[src/rtl/sgaf_pkg.sv]
package sgaf_pkg;

   typedef enum logic [1:0] {
      GRP_0   = 2'd0,
      GRP_1S  = 2'd1,
      GRP_1NS = 2'd2
   } grp_e;

   localparam int GRP_W = 2;

   // Effective group of one interrupt.
   function automatic grp_e grp_of(input logic sec_off,
                                   input logic modifier,
                                   input logic group_bit);
      grp_e g;
      if (sec_off) begin
         g = group_bit ? GRP_1NS : GRP_0;
      end else begin
         unique case ({modifier, group_bit})
            2'b00:   g = GRP_0;
            2'b01:   g = GRP_1NS;
            default: g = GRP_1S;
         endcase
      end
      return g;
   endfunction

endpackage

[src/rtl/sgaf_group_resolve.sv]
module sgaf_group_resolve
   import sgaf_pkg::*;
#(
   parameter int NUM_IDS      = 16,
   parameter bit REG_RESOLVED = 1'b0,
   localparam int VEC_W       = NUM_IDS * GRP_W
) (
   input  logic               clk,
   input  logic               rst_n,
   input  logic               sec_off,
   input  logic [NUM_IDS-1:0] cfg_group,
   input  logic [NUM_IDS-1:0] cfg_modifier,
   output logic [VEC_W-1:0]   grp_now,
   output logic [VEC_W-1:0]   grp_out
);

   genvar gi;
   generate
      for (gi = 0; gi < NUM_IDS; gi++) begin : g_id
         assign grp_now[gi*GRP_W +: GRP_W] =
            grp_of(sec_off, cfg_modifier[gi], cfg_group[gi]);
      end

      if (REG_RESOLVED) begin : g_reg
         logic [VEC_W-1:0] grp_q;
         always_ff @(posedge clk or negedge rst_n) begin
            if (!rst_n) grp_q <= '0;
            else        grp_q <= grp_now;
         end
         assign grp_out = grp_q;
      end else begin : g_comb
         assign grp_out = grp_now;
      end

      // With security disabled no interrupt may be secure group 1.
      for (gi = 0; gi < NUM_IDS; gi++) begin : g_chk
         p_no_g1s_when_off_r1: assert property (@(posedge clk) disable iff (!rst_n)
            sec_off |-> (grp_now[gi*GRP_W +: GRP_W] != GRP_1S));
         p_both_set_is_g1s_r3: assert property (@(posedge clk) disable iff (!rst_n)
            (!sec_off && cfg_modifier[gi] && cfg_group[gi])
               |-> (grp_now[gi*GRP_W +: GRP_W] == GRP_1S));
      end
   endgenerate

endmodule

[src/rtl/sgaf_admit_check.sv]
module sgaf_admit_check
   import sgaf_pkg::*;
#(
   parameter int NUM_IDS = 16,
   parameter int LVL_W   = 2,
   localparam int ID_W   = $clog2(NUM_IDS),
   localparam int VEC_W  = NUM_IDS * GRP_W
) (
   input  logic                     sec_off,
   input  logic [VEC_W-1:0]         grp_all,
   input  logic [NUM_IDS*LVL_W-1:0] lvl_all,
   input  logic [ID_W-1:0]          id,
   input  logic                     want_g1s,
   input  logic                     from_ns,
   output grp_e                     tgt_grp,
   output logic                     admit
);

   logic [LVL_W-1:0] tgt_lvl;
   logic             id_ok;
   logic             grp_match;
   logic             ns_block;

   always_comb begin
      tgt_grp = GRP_0;
      tgt_lvl = '0;
      for (int i = 0; i < NUM_IDS; i++) begin
         if (id == ID_W'(i)) begin
            tgt_grp = grp_e'(grp_all[i*GRP_W +: GRP_W]);
            tgt_lvl = lvl_all[i*LVL_W +: LVL_W];
         end
      end
   end

   generate
      if (NUM_IDS == (1 << ID_W)) begin : g_full_range
         assign id_ok = 1'b1;
      end else begin : g_part_range
         assign id_ok = (32'(id) < NUM_IDS);
      end
   endgenerate

   always_comb begin
      if (want_g1s) grp_match = (tgt_grp != GRP_0);
      else          grp_match = (tgt_grp == GRP_0);
   end

   always_comb begin
      ns_block = 1'b0;
      if (from_ns && !sec_off) begin
         if (tgt_grp == GRP_0  && tgt_lvl < LVL_W'(1)) ns_block = 1'b1;
         if (tgt_grp == GRP_1S && tgt_lvl < LVL_W'(2)) ns_block = 1'b1;
      end
   end

   assign admit = id_ok && grp_match && !ns_block;

endmodule

[src/rtl/sgi_admit_filter.sv]
module sgi_admit_filter
   import sgaf_pkg::*;
#(
   parameter int NUM_IDS      = 16,
   parameter int LVL_W        = 2,
   parameter bit REG_RESOLVED = 1'b0,
   localparam int ID_W        = $clog2(NUM_IDS),
   localparam int VEC_W       = NUM_IDS * GRP_W
) (
   input  logic                     clk,
   input  logic                     rst_n,
   input  logic                     security_off,
   input  logic [NUM_IDS-1:0]       cfg_group,
   input  logic [NUM_IDS-1:0]       cfg_modifier,
   input  logic [NUM_IDS*LVL_W-1:0] cfg_ns_level,
   input  logic                     req_valid,
   output logic                     req_ready,
   input  logic [ID_W-1:0]          req_id,
   input  logic                     req_want_g1s,
   input  logic                     req_from_ns,
   output logic [NUM_IDS-1:0]       pend_set,
   output logic                     rescan_pulse,
   output logic [VEC_W-1:0]         grp_resolved
);

   generate
      if (NUM_IDS < 2) begin : g_bad_ids
         $error("sgi_admit_filter: NUM_IDS must be at least 2");
      end
      if (LVL_W < 2) begin : g_bad_lvl
         $error("sgi_admit_filter: LVL_W must hold the value 2");
      end
   endgenerate

   logic [VEC_W-1:0]   grp_now;
   grp_e               tgt_grp;
   logic               admit;
   logic               fire;
   logic               ready_q;
   logic [NUM_IDS-1:0] pend_q;
   logic               rescan_q;
   logic [LVL_W-1:0]   tgt_lvl_chk;

   sgaf_group_resolve #(
      .NUM_IDS      (NUM_IDS),
      .REG_RESOLVED (REG_RESOLVED)
   ) u_resolve (
      .clk          (clk),
      .rst_n        (rst_n),
      .sec_off      (security_off),
      .cfg_group    (cfg_group),
      .cfg_modifier (cfg_modifier),
      .grp_now      (grp_now),
      .grp_out      (grp_resolved)
   );

   sgaf_admit_check #(
      .NUM_IDS  (NUM_IDS),
      .LVL_W    (LVL_W)
   ) u_admit (
      .sec_off  (security_off),
      .grp_all  (grp_now),
      .lvl_all  (cfg_ns_level),
      .id       (req_id),
      .want_g1s (req_want_g1s),
      .from_ns  (req_from_ns),
      .tgt_grp  (tgt_grp),
      .admit    (admit)
   );

   assign fire = req_valid && ready_q;

   always_ff @(posedge clk or negedge rst_n) begin
      if (!rst_n) begin
         ready_q  <= 1'b0;
         pend_q   <= '0;
         rescan_q <= 1'b0;
      end else begin
         ready_q  <= 1'b1;
         rescan_q <= fire && admit;
         if (fire && admit) pend_q <= NUM_IDS'(1) << req_id;
         else               pend_q <= '0;
      end
   end

   assign req_ready    = ready_q;
   assign pend_set     = pend_q;
   assign rescan_pulse = rescan_q;

   // Level of the requested interrupt, picked independently for checking.
   assign tgt_lvl_chk = cfg_ns_level[req_id*LVL_W +: LVL_W];

   p_onehot_strobe_r7: assert property (@(posedge clk) disable iff (!rst_n)
      $onehot0(pend_set));
   p_rescan_with_set_r7: assert property (@(posedge clk) disable iff (!rst_n)
      rescan_pulse == (pend_set != '0));
   p_g1s_to_g0_drop_r4: assert property (@(posedge clk) disable iff (!rst_n)
      (fire && req_want_g1s && tgt_grp == GRP_0) |=> (pend_set == '0));
   p_g0_mismatch_drop_r5: assert property (@(posedge clk) disable iff (!rst_n)
      (fire && !req_want_g1s && tgt_grp != GRP_0) |=> (pend_set == '0));
   p_ns_level_drop_r6: assert property (@(posedge clk) disable iff (!rst_n)
      (fire && req_from_ns && !security_off && tgt_grp == GRP_1S &&
       tgt_lvl_chk < LVL_W'(2)) |=> (pend_set == '0));
   p_idle_quiet_r8: assert property (@(posedge clk) disable iff (!rst_n)
      !fire |=> (pend_set == '0 && !rescan_pulse));
   p_ready_stays_r8: assert property (@(posedge clk) disable iff (!rst_n)
      req_ready |=> req_ready);

endmodule

[config.mk]
export PLATFORM = sky130hd
export DESIGN_NAME = sgi_admit_filter
export DESIGN_NICKNAME = d
export VERILOG_FILES = /design/src/rtl/sgaf_pkg.sv /design/src/rtl/sgaf_group_resolve.sv /design/src/rtl/sgaf_admit_check.sv /design/src/rtl/sgi_admit_filter.sv
export SDC_FILE = /design/constraint.sdc
export NUM_CORES = 1
export LEC_CHECK = 0
export BUFFER_PORTS_ARGS = -buffer_cell sky130_fd_sc_hd__buf_2
export CAP_MARGIN = 25
export CORE_UTILIZATION = 42
export CTS_CLUSTER_DIAMETER = 30
export DETAILED_ROUTE_END_ITERATION = 10
export PLACE_DENSITY = 0.82
export SYNTH_ARGS = -nofsm -noshare
export SYNTH_HDL_FRONTEND = slang
export SYNTH_SLANG_ARGS = --single-unit
[constraint.sdc]
create_clock -name clk -period 1.4 [get_ports clk]
set_clock_uncertainty 0.2 [all_clocks]
set_input_delay 0 -clock clk [delete_from_list [all_inputs] [get_ports clk]]
set_output_delay 0 -clock clk [all_outputs]
set_load 0.005 [all_outputs]
==> metrics, run 1 <==
htree depth=1; Worst EP required=1.34 ns; Final GP Congestion=about 0.90; most common cell after layout, fill and taps aside=buf_2; post-DP HPWL=around 4400 um; CTS Buffer Depth=2; MaxCap Viol Count=0; largest net degree at the start of global routing=19; GRT Total Usage=25.4%; share of layout cells above drive strength 1=between 60% and 70%; Synth-to-Final Area Change=74.8%; crit path setup slack, layout=-0.732 ns; number of synthesized flops with an enable pin=0; Core ar.=between 4000 and 5000 um2; grt total ovfl=0; Leak Pwr=between 1.5 and 2 nW; Fill cells=approximately 290; clock root cell=clkbuf_8; Fmax achieved=469 MHz; Rows=23; Ant. Diodes=0; Initial DRT Pass Iterations=5; Sink Count=18; CP startpoint kind=input pin; area leader, netlist=dfrtp_1; WHS=-0.00389 ns; critical path type=input pin to flip-flop; first-pass GRT wire length=roughly 8700 um; status=complete, but fails checks; IO Pins=around 120; Pwr per Cell Area=between 500 and 600 nW/um2; Die Ht=between 60 and 70 um; drt first-iter violations=about 120; Mapped Nets=about 270; DRC=0; clk_lat worst skew=around 0.24 ns; Slew HR=55.0%; Worst Setup End Kind=flip-flop; CTS tree=done; Distinct cells, synth=between 40 and 50; die area=~4400 um2; initial antenna violation count=0; Placed Instances=slightly above 400; Ys Warns=0; Yosys top cell area share=between 20 and 30%; vias=around 2100; Yosys reg bits=18; initial core utilization=a little over two fifths; CTS Buf Count=3; Synth area leaders=dfrtp_1 (26%), mux4_2 (10%), nor2b_1 (9.7%); Mean Syn Cell Area=approximately 9.0 um2; Design Power=approximately 1.7 mW; CP Data Arrival Time=around 2.1 ns; antenna-violating nets left=0; Layout Nets=about 440; Gate Count Post-Synth=194; worst hold path class=input pin to asynchronous set/reset pin; DR WL/cell=approximately 14 um; CP max FO=7; worst slew pin tran=around 0.67 ns; final std cells w/o fill=roughly 400; Via-to-Cell Ratio=about 5.2; Final Critical Period=~2.1 ns; VDD IR max=between 200 and 250 uV; vias in the first global route=approximately 2000; dpl cell area=~2800 um2; max-slew violation count=0; post-synthesis sequential area ratio=roughly 26%; Async SR Flop Fraction=between 90% and 100%; dominant synthesized flop cell=dfrtp_1; final WL=approximately 5600 um; Syn Std Cell Area=1750 um2; period utilization=152%; Final Hold Fails=18; post-route cell area=3050 um2; failing checks=negative hold slack, negative setup slack; die outline width=approximately 66 um; Final setup viols=17; most frequent cells in the layout=buf_2 (121), buf_4 (48), nor2b_1 (26); port bufs=between 100 and 150; RSZ-0062 raised after global routing=true; Clock transition at path regs=0.06 ns
per-layer routing:
layer	up-vias	part of all wire (%)	GRT usage (%)
li1	1044	-	-
met1	997	38	28.9
met2	91	55	48.7
met3	8	6.2	2.05
met4	0	0.89	8.78
met5	-	0	0
state kept, by name, summed over array words and instances (netlist names):
name,flops
pend_set,16
req_ready,1
rescan_pulse,1
Yosys cell counts (all sizes together) (2+ instances only):
cell and n:
a2111oi 3, a211o 2, a211oi 3, a21oi 6
a22oi 2, a32oi 2, and2 5, buf 13
clkbuf 3, dfrtp 18, inv 13, mux2 6
mux2i 5, mux4 8, nand2 10, nand2b 10
nand3 10, nand4 3, nor2 12, nor2b 27
nor3 2, nor4 7, o2111ai 2, o211ai 2
o21ai 4, o31ai 2
path summary, 6_finish.rpt:
kind                           start           end  slack (ns)  depth (start not counted)
max                        req_id[1]  pend_set[13]       -0.73                          9
min                            rst_n   pend_set[4]      -0.004                          2
max reg2reg                req_ready  pend_set[13]       -0.05                          2
min reg2reg                req_ready   pend_set[2]        0.58                          3
max in group asynchronous      rst_n   pend_set[5]        0.74                          2
min in group clk           req_id[3]   pend_set[7]        0.05                          5
final cells by class:
class,instances,area (um2),share of cell area [%]
inverters,13,48.8,1.60
repair buffers,181,1160,38.0
flip-flops and latches,18,450,14.8
well taps,50,62.6,2.05
clock buffers,3,41.3,1.35
multi-input cells,147,1290,42.2
cells by family after synthesis:
kind of cell	share of synthesized area, %
other	0.215
muxes	17.3
AOI/OAI and AO/OA	17.3
and+or+nand+nor	29.7
DFF	25.8
buffers and inverters	9.68
worst max-delay path: stages:
cell and delay (ns):
buf_12 0.12, mux2_4 0.30, o211ai_2 0.09, nand3_1 0.10, a311o_1 0.37, or4_4 0.42, o311a_4 0.35, buf_6 0.16
nor4_4 0.15
power breakdown:
part           switching (mW)  internal [mW]  total, mW
sequential            0.00176          0.527      0.529
clock                   0.144          0.190      0.334
combinational           0.375          0.435      0.810
total                   0.520           1.15       1.67
metrics by stage:
step | setup WS [ns] | TNS, ns | utilization (%)
floorplan | -0.876 | -14.17 | -
global placement | -1.03 | -17.08 | 69.3
detailed placement | -1.10 | -17.98 | 69.3
CTS | -0.696 | -11.10 | 73.8
global route | -0.792 | -12.22 | 76.3
finish | -0.732 | -11.30 | 76.3
repair_timing:
item | in CTS | in global routing
cloned | 1 | 1
hold buffers | 1 | 0
endpoints found under the setup margin | 17 | 17
pin swaps | 7 | 2
endpoints found under the hold margin | 18 | 0
gates resized for setup | 22 | 15
buffers inserted | 0 | 1
Note: power is estimated with default switching activity, not from simulation.
==> run 2: changes to the inputs <==
--- a/config.mk
+++ b/config.mk
@@ -14,3 +14,4 @@
 export SYNTH_ARGS = -nofsm -noshare
 export SYNTH_HDL_FRONTEND = slang
 export SYNTH_SLANG_ARGS = --single-unit
+export TNS_END_PERCENT = 20
==> run 2 against run 1 <==
Effect of this change:
- the run ends with negative setup slack left
- critical path type unchanged
- largest cell class unchanged
- clock power increased by 20%
- non-clock buffer count is 1 higher
- cell area rose by 2.4%
- largest power group unchanged
==> metrics, run 2 (synthesis gave the netlist of run 1 again) <==
Die Ht=66.5 um; setup TNS=-11.29 ns; worst slew pin tran=0.773 ns; VDD IR max=about 300 uV; Pwr per Cell Area=roughly 560 nW/um2; initial antenna violation count=0; Rows=23; Initial DRT Pass Iterations=4; GRT Total Usage=24.8%; CP top delay family=compound AO/OA/AOI/OAI gates; Fmax achieved=~470 MHz; Final setup viols=17; drt first-iter violations=between 60 and 70; worst hold path class=input pin to flip-flop; RSZ-0062 raised after global routing=true; CP Data Arrival Time=around 2.1 ns; Final Hold Fails=0; CP max FO=7; DRC=0; DP Worst Slack=-1.10 ns; crit path cell chain=buf_12 -> mux2_4 -> o211ai_2 -> nand3_1 -> a311o_1 -> or4_1 -> o311a_1 -> buf_6 -> nor4_4; CTS Buf Count=3; antenna-violating nets left=0; failing checks=negative setup slack; grt total ovfl=0; DR WL/cell=~14 um; critical path type=input pin to flip-flop; IO Pins=roughly 120; Core ar.=roughly 4000 um2; CTS tree=done; initial core utilization=around 44%; CP max stage cell=or4_1; CTS Buffer Depth=2; Layout Nets=439; status=complete, but fails checks; htree depth=1; MaxCap Viol Count=0; Final GP Congestion=around 0.84; Slew HR=just under 50%; port bufs=123; clock root cell=clkbuf_8; crit path setup slack, layout=-0.713 ns; share of layout cells above drive strength 1=64.3%; Worst EP required=~1.4 ns; die area=~4400 um2; vias=2170; CP startpoint kind=input pin; vias in the first global route=2008; Sink Count=18; final WL=between 5000 and 6000 um; most frequent cells in the layout=buf_2 (120), buf_4 (47), nor2b_1 (24); Worst Setup End Kind=flip-flop; largest net degree at the start of global routing=20; Final Critical Period=approximately 2.1 ns; Ant. Diodes=0; clk_lat worst skew=between 0.2 and 0.3 ns; WP buf/inv=2; most common cell after layout, fill and taps aside=buf_2; max incr delay on CP=0.42 ns; Via-to-Cell Ratio=5.24; Fill cells=about 270; Synth-to-Final Area Change=79.0%; Clock transition at path regs=0.06 ns; first-pass GRT wire length=between 8000 and 9000 um; die outline width=66.5 um; multi-input logic area=between 1000 and 1500 um2; Leak Pwr=around 1.6 nW; period utilization=151%; max reg flops=16; max-slew violation count=0; post-DP HPWL=4400 um; register area=450 um2
run 2: power by group:
group	leakage (nW)	internal, mW	switching [mW]
logic	1.35	0.436	0.381
registers	0.248	0.527	0.00213
clock network	0.0288	0.249	0.153
total	1.63	1.21	0.536
run 2: metrics by stage:
step	cell area, um2	power (mW)	std cells	utilization [%]	hold slack (ns)
final	3120	1.75	414	78.1	0.0264
after global placement	2760	1.21	403	68.9	-0.275
after global routing	3120	1.85	414	78.1	0.0539
after floorplan	1780	0.910	194	-	-0.496
after CTS	3010	1.70	411	75.2	0.0165
after detailed placement	2760	1.22	403	68.9	-0.267
run 2: final cells by class:
cell class / count / share of cell area (%)
clock buffers: 4 / 1.76
inverters: 13 / 1.56
multi-input cells: 147 / 42.3
flip-flops and latches: 18 / 14.4
well taps: 50 / 2.00
repair buffers: 182 / 38.0
run 2: worst register-to-register path: cells and delay by family (launching register included):
kind | cells | cell delay [ns]
DFF | 1 | 0.36
and+or+nand+nor | 2 | 0.86
run 2: worst paths after layout:
path | from | endpoint | slack (ns) | depth (start not counted)
max reg2reg | req_ready | pend_set[3] | -0.12 | 2
min in group asynchronous | rst_n | req_ready | 0.54 | 3
max | req_id[1] | pend_set[3] | -0.71 | 9
min reg2reg | req_ready | pend_set[6] | 0.58 | 3
max in group asynchronous | rst_n | pend_set[13] | 0.20 | 3
min | req_id[2] | pend_set[14] | 0.03 | 4
run 2: timing repair:
item                                    in CTS  in global routing
endpoints found under the hold margin       18                  0
setup buffers                                2                  2
pin swaps                                    7                  5
gates resized for setup                     29                 17
cloned                                       0                  1
hold buffers                                 2                  0
endpoints found under the setup margin      17                 17
run 2: routing by layer:
layer	share of wire (%)	wire length [um]	global-route usage, %	vias to the layer above
met3	5.5	309	1.88	9
met1	39	2190	28.6	1018
met4	1.3	75	5.85	0
li1	-	-	-	1047
met2	54	3080	48.6	96
met5	0	0	0	-
==> run 3: changes to the inputs <==
--- a/config.mk
+++ b/config.mk
@@ -11,6 +11,7 @@
 export CTS_CLUSTER_DIAMETER = 30
 export DETAILED_ROUTE_END_ITERATION = 10
 export PLACE_DENSITY = 0.82
+export SKIP_LAST_GASP = 1
 export SYNTH_ARGS = -nofsm -noshare
 export SYNTH_HDL_FRONTEND = slang
 export SYNTH_SLANG_ARGS = --single-unit
==> constraint.sdc (replaced) <==
create_clock -name clk -period 1.4 [get_ports clk]
set_clock_uncertainty 0.2 [all_clocks]
set_input_delay 0.14 -clock clk [delete_from_list [all_inputs] [get_ports clk]]
set_output_delay 0.14 -clock clk [all_outputs]
set_load 0.005 [all_outputs]
==> run 3 against run 2 <==
Effect of this change:
- combinational power shrank 6.9%
- highest routed layer unchanged
- sequential power is essentially flat
- non-clock buffer count shrank 4
- largest cell class unchanged
- register-to-register slack gained 0.09 ns
- die area is the same
- sequential share of layout area grew 0.66 points
- the flow still finishes with violations (negative setup slack)
- setup slack lost 0.097 ns
- critical path depth is the same
- first-iteration DRC count shrank 22%
- cell count shrank 0.97%
- worst hold slack gained 0.11 ns
- global-route usage shrank 0.37 points
- critical endpoint is now pend_set[11]
==> metrics, run 3 (synthesis gave the netlist of run 1 again) <==
max incr delay on CP=approximately 0.40 ns; Rows=23; largest net degree at the start of global routing=20; Die Ht=about 66 um; DP Worst Slack=-1.24 ns; critical path type=input pin to flip-flop; initial antenna violation count=0; vias in the first global route=1940; GRT Total Usage=roughly 24%; CTS Buffer Depth=2; DR WL/cell=between 10 and 15 um; fin util=around 75%; Via-to-Cell Ratio=~5.1; VDD IR max=about 280 uV; antenna-violating nets left=0; first-pass GRT wire length=around 8400 um; r2r setup slk=-0.03 ns; max-slew violation count=0; CP startpoint kind=input pin; period utilization=158%; CP max stage cell=or4_1; Final GP Congestion=around 0.84; most frequent cells in the layout=buf_2 (121), buf_4 (46), nor2b_1 (25); Placed Instances=between 400 and 500; Core ar.=about 4000 um2; DRC=0; die area=4420 um2; final WL=5220 um; Worst Setup End Kind=flip-flop; clk_lat worst skew=between 0.2 and 0.3 ns; failing checks=negative setup slack; Ant. Diodes=0; clock root cell=clkbuf_8; share of layout cells above drive strength 1=63.1%; worst hold path class=input pin to asynchronous set/reset pin; Final setup viols=17; CTS Buf Count=3; Final Hold Fails=0; htree depth=1; Fill cells=between 200 and 300; Final Critical Period=about 2.2 ns; most common cell after layout, fill and taps aside=buf_2; MaxCap Viol Count=0; IO Pins=between 100 and 150; initial core utilization=between 40% and 50%; max reg flops=16; CP top delay family=compound AO/OA/AOI/OAI gates; vias=2108; setup TNS=-13.04 ns; worst slew pin tran=0.640 ns; WP buf/inv=2; Fmax achieved=roughly 450 MHz; crit path cell chain=buf_8 -> mux2_4 -> o211ai_2 -> nand3_1 -> a311o_1 -> or4_1 -> o311a_1 -> buf_6 -> nor4_4; RSZ-0062 raised after global routing=true; CP Data Arrival Time=2.16 ns; Sink Count=18; Layout Nets=between 400 and 500; final std cells w/o fill=410; CP max FO=7; CTS tree=done; Clock transition at path regs=0.06 ns; Initial DRT Pass Iterations=4; post-DP HPWL=4400 um; drt first-iter violations=50; Pwr per Cell Area=566 nW/um2; status=complete, but fails checks; Worst EP required=approximately 1.4 ns; crit path setup slack, layout=-0.810 ns; Leak Pwr=1.57 nW; Synth-to-Final Area Change=71.2%; grt total ovfl=0; Slew HR=a little under three fifths; port bufs=between 100 and 150; die outline width=66.5 um
run 3: stage by stage:
stage	total power, mW	hold WS, ns	instance area [um2]
2_1_floorplan	0.910	-0.356	1780
3_3_place_gp	1.21	-0.135	2760
3_5_place_dp	1.22	-0.128	2760
4_1_cts	1.69	0.137	2960
5_1_grt	1.80	0.179	2990
6_report	1.69	0.139	2990
run 3: final timing paths:
path / startpoint / to / cells past startpoint
hold reg to reg: req_ready / pend_set[6] / 3
hold / removal: rst_n / req_ready / 2
setup reg to reg: req_ready / pend_set[11] / 2
setup / recovery: req_id[1] / pend_set[11] / 9
max in group asynchronous: rst_n / pend_set[15] / 2
min in group clk: req_id[3] / pend_set[14] / 4
run 3: metal layers:
layer	share of wire, %	vias up	routed length [um]	track usage [%]
met5	0	-	0	0
met4	1.1	0	56	6.38
met3	5.5	7	288	1.37
met2	54	91	2830	47.1
met1	39	975	2050	28.9
li1	-	1035	-	-
run 3: layout make-up:
cell class	count	area (um2)	area share, %
clock buffer	4	55.1	1.84
inverter	13	48.8	1.63
multi-input combinational	147	1260	42.1
sequential	18	450	15.1
tap	50	62.6	2.09
timing repair buffer	178	1110	37.2
run 3: where the power goes:
group          switching, mW  internal, mW  leakage (nW)
Sequential           0.00197         0.527         0.248
Combinational          0.352         0.409          1.29
Clock                  0.151         0.249        0.0288
Total                  0.504          1.19          1.57
run 3: what timing repair did:
| item | 4_1_cts | 5_1_grt |
|---|---|---|
| resized for setup | 25 | 6 |
| setup endpoints to repair | 17 | 18 |
| hold endpoints to repair | 18 | 0 |
| pin swaps | 7 | 4 |
| setup buffers | 2 | 0 |
| hold buffers | 1 | 0 |
